==> config.mk <==
export PLATFORM = sky130hd
export DESIGN_NAME = gdma_slave_engine
export DESIGN_NICKNAME = d
export VERILOG_FILES = /design/src/rtl/gdma_pkg.sv /design/src/rtl/gdma_sync.sv /design/src/rtl/gdma_strobe_sel.sv /design/src/rtl/gdma_byte_counter.sv /design/src/rtl/gdma_slave_engine.sv
export SDC_FILE = /design/constraint.sdc
export NUM_CORES = 1
export LEC_CHECK = 0
export ABC_AREA = 1
export CAP_MARGIN = 20
export CORE_AREA = 3 3 83 124
export CTS_CLUSTER_DIAMETER = 40
export DETAILED_ROUTE_END_ITERATION = 7
export DIE_AREA = 0 0 86 127
export DONT_BUFFER_PORTS = 1
export PLACE_DENSITY = 0.46
export SYNTH_ARGS = -nofsm -noshare
export SYNTH_HDL_FRONTEND = slang
export SYNTH_SLANG_ARGS = --single-unit
==> constraint.sdc <==
create_clock -name clk -period 2.9 [get_ports clk]
set_clock_uncertainty 0.05 [all_clocks]
set_input_delay 0.58 -clock clk [delete_from_list [all_inputs] [get_ports clk]]
set_output_delay 0.58 -clock clk [all_outputs]
set_load 0.1 [all_outputs]
==> src/rtl/gdma_pkg.sv <==
package gdma_pkg;
    localparam int CNT_W       = 32;
    localparam int WORD_BYTES  = 2;
    localparam int SYNC_STAGES = 2;

    typedef enum logic [1:0] {
        SMODE_SPLIT    = 2'b00,
        SMODE_ACK_WR   = 2'b01,
        SMODE_ACK_BOTH = 2'b10,
        SMODE_RSVD     = 2'b11
    } smode_e;

    typedef struct packed {
        logic eot;
        logic dack;
        logic diow;
        logic dior;
    } pins_t;

    typedef struct packed {
        logic eot;
        logic dack;
        logic wr;
        logic rd;
    } pol_t;

    localparam int PIN_W = $bits(pins_t);

    // Convert a pin level to "asserted" given its polarity bit (1 = active high)
    function automatic logic asserted(input logic raw, input logic pol);
        return pol ? raw : ~raw;
    endfunction
endpackage

==> src/rtl/gdma_sync.sv <==
module gdma_sync #(
    parameter int WIDTH  = 4,
    parameter int STAGES = 2
) (
    input  logic             clk,
    input  logic             rst,
    input  logic [WIDTH-1:0] d,
    output logic [WIDTH-1:0] q
);
    logic [STAGES-1:0][WIDTH-1:0] stg;

    always_ff @(posedge clk) begin
        if (rst) stg <= '0;
        else     stg <= {stg[STAGES-2:0], d};
    end

    assign q = stg[STAGES-1];
endmodule

==> src/rtl/gdma_strobe_sel.sv <==
module gdma_strobe_sel
    import gdma_pkg::*;
(
    input  logic [1:0] mode,
    input  logic       dir_rd,
    input  pins_t      pins,
    input  pol_t       pol,
    output logic       stb_act,
    output logic       eot_act
);
    logic rd_act, wr_act;

    always_comb begin
        case (smode_e'(mode))
            SMODE_ACK_WR: begin
                rd_act = asserted(pins.dior, pol.rd);
                wr_act = asserted(pins.dack, pol.dack);
            end
            SMODE_ACK_BOTH: begin
                rd_act = asserted(pins.dack, pol.dack);
                wr_act = asserted(pins.dack, pol.dack);
            end
            default: begin
                rd_act = asserted(pins.dior, pol.rd);
                wr_act = asserted(pins.diow, pol.wr);
            end
        endcase
        stb_act = dir_rd ? rd_act : wr_act;
    end

    assign eot_act = asserted(pins.eot, pol.eot);
endmodule

==> src/rtl/gdma_byte_counter.sv <==
module gdma_byte_counter #(
    parameter int W    = 32,
    parameter int STEP = 2
) (
    input  logic         clk,
    input  logic         rst,
    input  logic         load,
    input  logic [W-1:0] load_val,
    input  logic         dec,
    output logic [W-1:0] cnt,
    output logic         last
);
    localparam logic [W-1:0] STEP_V = W'(STEP);

    always_ff @(posedge clk) begin
        if (rst)       cnt <= '0;
        else if (load) cnt <= load_val;
        else if (dec)  cnt <= cnt - STEP_V;
    end

    assign last = (cnt <= STEP_V);
endmodule

==> src/rtl/gdma_slave_engine.sv <==
module gdma_slave_engine
    import gdma_pkg::*;
#(
    parameter int CNT_W = gdma_pkg::CNT_W
) (
    input  logic             clk,
    input  logic             rst,
    input  logic             cmd_start,
    input  logic             cmd_dir_rd,
    input  logic [CNT_W-1:0] xfer_bytes,
    input  logic             cnt_disable,
    input  logic [1:0]       strobe_mode,
    input  logic             pol_rd,
    input  logic             pol_wr,
    input  logic             pol_ack,
    input  logic             pol_req,
    input  logic             pol_eot,
    input  logic             dior_pin,
    input  logic             diow_pin,
    input  logic             dack_pin,
    input  logic             eot_pin,
    output logic             dreq_pin,
    output logic             bus_oe,
    output logic             fifo_pop,
    output logic             fifo_push,
    output logic             busy,
    output logic             int_eot,
    output logic             ext_eot,
    output logic [CNT_W-1:0] bytes_left
);
    pins_t raw_pins, syn_pins;
    pol_t  pol;
    logic  stb_act, eot_act, cnt_last;
    logic  stb_prev, eot_seen, busy_q, dir_q, int_q, ext_q, pop_q, push_q;

    assign raw_pins = '{eot: eot_pin, dack: dack_pin, diow: diow_pin, dior: dior_pin};
    assign pol      = '{eot: pol_eot, dack: pol_ack, wr: pol_wr, rd: pol_rd};

    gdma_sync #(.WIDTH(PIN_W), .STAGES(SYNC_STAGES)) u_sync (
        .clk (clk),
        .rst (rst),
        .d   (raw_pins),
        .q   (syn_pins)
    );

    gdma_strobe_sel u_sel (
        .mode    (strobe_mode),
        .dir_rd  (dir_q),
        .pins    (syn_pins),
        .pol     (pol),
        .stb_act (stb_act),
        .eot_act (eot_act)
    );

    // A word moves on the deasserting edge of the selected strobe
    logic stb_done, word, start_ok, zero_load, hit_cnt, hit_eot;
    assign stb_done  = stb_prev & ~stb_act;
    assign word      = busy_q & stb_done;
    assign start_ok  = cmd_start & ~busy_q;
    assign zero_load = ~cnt_disable & (xfer_bytes == '0);
    assign hit_cnt   = word & ~cnt_disable & cnt_last;
    assign hit_eot   = word & eot_seen;

    gdma_byte_counter #(.W(CNT_W), .STEP(WORD_BYTES)) u_cnt (
        .clk      (clk),
        .rst      (rst),
        .load     (start_ok),
        .load_val (xfer_bytes),
        .dec      (word),
        .cnt      (bytes_left),
        .last     (cnt_last)
    );

    always_ff @(posedge clk) begin
        if (rst) begin
            stb_prev <= 1'b0;
            eot_seen <= 1'b0;
            busy_q   <= 1'b0;
            dir_q    <= 1'b0;
            int_q    <= 1'b0;
            ext_q    <= 1'b0;
            pop_q    <= 1'b0;
            push_q   <= 1'b0;
        end else begin
            stb_prev <= stb_act;
            pop_q    <= word & dir_q;
            push_q   <= word & ~dir_q;
            if (start_ok) begin
                dir_q    <= cmd_dir_rd;
                busy_q   <= ~zero_load;
                int_q    <= zero_load;
                ext_q    <= 1'b0;
                eot_seen <= 1'b0;
            end else if (busy_q) begin
                if (stb_act && eot_act) eot_seen <= 1'b1;
                if (hit_cnt || hit_eot) begin
                    busy_q <= 1'b0;
                    int_q  <= hit_cnt;
                    ext_q  <= hit_eot;
                end
            end
        end
    end

    logic dreq_act;
    assign dreq_act  = busy_q & ~stb_act & ~stb_prev;
    assign dreq_pin  = pol_req ? dreq_act : ~dreq_act;
    assign bus_oe    = busy_q & dir_q;
    assign fifo_pop  = pop_q;
    assign fifo_push = push_q;
    assign busy      = busy_q;
    assign int_eot   = int_q;
    assign ext_eot   = ext_q;
endmodule

==> reports/qor.txt <==
status: finished clean
Cell Chain, Critical Path: inv_1 > ha_1 > nand3b_1 > nand3_1 > nand3_1 > nor2_1 > xnor2_2 > buf_4
Arr. time, crit path: 1.95 ns
fillcell total: 1020
Post-Route WL: 10.1 mm
Die X: 86 um
clock sink count: 48
setup_tns: 0 ns
clock buffer count from CTS: 5
crit path buf inv count: 2
routed vias: 3173
IO Port Bufs: 0
drt pass-1 iters: 4
commonest non-fill, non-tap cell in the layout: nand2_1
vias per cell: 4.87
Yosys reg bits: 48
std cell rows: 43
ratio of cells with drive above 1 in the final layout: 15.6%
syn avg cell area: 6.38 um2
Placer Congestion: 0.820
Distinct cells, synth: 40
Max-Slew Margin vs Limit: 34.7%
maximum vdd ir drop: 0.279 mV
largest cells by area after synthesis: dfxtp_1 (30%), nand2_1 (15%), nor2_1 (8.7%)
hpwl dp: 8.00 mm
Post-synth ARST share: 0%
Synth Flop Type: dfxtp_1
Post-Syn Instances: 506
syn_nets: 556
Max Clock Freq: 387 MHz
critical path class: in -> out
Cell Count, Final, Fillers Out: 652
Seq/Total Area, Yosys: 29.7%
Post-CTS Setup Inserts: 0
clock-pin slew on the worst setup and hold paths: 0.06 ns
worst endpoint required time: 2.27 ns
Tot GR Track Use: 19.0%
H-tree depth: 2
Chip Height: 127 um
clk_lat worst skew: 0.29 ns
CTS tree: done
multi-input logic area: 1940 um2
post-route ant nets: 0
slowest stage cell, crit path: buf_4
register area: 961 um2
Worst Tran Pin Value: 0.978 ns
fin crit share: 89.0%
final setup violation count: 0
Setup crit end kind: output port
core area: 9310 um2
# nets final: 589
Clock Path Buffers: 2
n_diodes: 0
Starting DRT DRC Count: 99
global-route wire length before repair: 16.2 mm
Max Slew Vio Count: 0
RSZ-0062 raised after global routing: no
critical-path maximum fanout: 4
# DRC: 0
HP Class: in -> reg
vias in the first global route: 3167
YS warnings: 0
fin crit period: 2.58 ns
Initial Utilization: 34.7%
Synth Cell Area: 3230 um2
CTS resizes: 0
DP Cell Count: 644
Max Cap Viol: 0
Yosys top cell area share: 29.7%
largest net degree at the start of global routing: 28
hold buffers post-CTS: 0
Power Density: 615 nW/um2
CP most frequent cell: nand3_1
die area: 10900 um2
crit path launch type: input port
Routed WL per cell: 15.5 um
total congestion overflow: 0
max reg flops: 32
Layout area overhead: 16.6%
most frequent cells in the layout: nand2_1 (133), nor2_1 (75), inv_1 (67)
Top Ports: 87
antenna violations before repair: 0
Clk Tree Root Cell: clkbuf_16
delay of the slowest cell on the worst path: 0.30 ns
critical path's top delay family: simple AND/OR/NAND/NOR gates
Top reg by flops: u_cnt.cnt
Hold Vio Cnt, Final: 0
number of flops mapped to enable cells by yosys: 0
Leak: 1.82 nW
cell taking the most area after synthesis: dfxtp_1
-- Yosys cell counts, types with 5 or more instances --
library cell and number:
nand2_1 133, nor2_1 75, inv_1 67, dfxtp_1 48
nand3_1 39, a21oi_1 24, o21ai_0 22, xnor2_1 11
nand2_4 7, clkbuf_1 6, nor2_2 6, xor2_1 6
a22oi_1 5, nor2_4 5
-- final timing paths --
check        slack [ns]                          to  cells past startpoint                     start
max                0.32                    dreq_pin                      8            strobe_mode[0]
max reg2reg        0.99  u_cnt.cnt[19]$_SDFFE_PP0P_                     11    u_sync.q[2]$_SDFF_PP0_
min reg2reg        0.35      u_sync.q[3]$_SDFF_PP0_                      2  u_sync.stg[3]$_SDFF_PP0_
min                0.30    u_sync.stg[1]$_SDFF_PP0_                      1                       rst
-- cells by family after synthesis --
logic type                 Yosys count  synth area share (%)
and+or+nand+nor                    292                  43.2
buffers and inverters               84                  10.5
AOI/OAI and AO/OA                   63                  11.1
DFF                                 48                  29.7
xor gates and xnor gates            17                  4.61
adders and majority gates            2                 0.774
-- layer usage --
metal | up-vias | GRT usage [%] | wire, um | part of all wire, %
li1 | 1658 | - | - | -
met1 | 1429 | 21.1 | 3930 | 39
met2 | 78 | 35.9 | 5460 | 54
met3 | 8 | 3.94 | 596 | 5.9
met4 | 0 | 4.66 | 114 | 1.1
met5 | - | 0 | 0 | 0
-- power by group --
part           leakage [nW]  internal [mW]  switching (mW)
registers             0.395          0.705          0.0562
clock network        0.0808          0.406           0.255
logic                  1.34          0.229           0.665
total                  1.82           1.34           0.976
-- area by class of cell --
cell class / count / share of cell area, %
multi-input cells: 374 / 51.4
flip-flops and latches: 48 / 25.5
repair buffers: 40 / 7.97
inverters: 70 / 7.04
well taps: 112 / 3.72
clock buffers: 6 / 3.42
clock inverters: 2 / 0.930
-- per-stage QoR --
stage / util, % / setup slack, ns / hold WS, ns / area (um2) / power (mW)
floorplan: - / 0.0644 / 0.338 / 3240 / 1.50
global placement: 38.7 / 0.358 / 0.341 / 3600 / 1.67
detailed placement: 38.7 / 0.320 / 0.346 / 3600 / 1.68
CTS: 40.5 / 0.316 / 0.289 / 3770 / 2.35
global route: 40.5 / 0.193 / 0.286 / 3770 / 2.45
finish: 40.5 / 0.318 / 0.299 / 3770 / 2.32
Note: power is estimated with default switching activity, not from simulation.
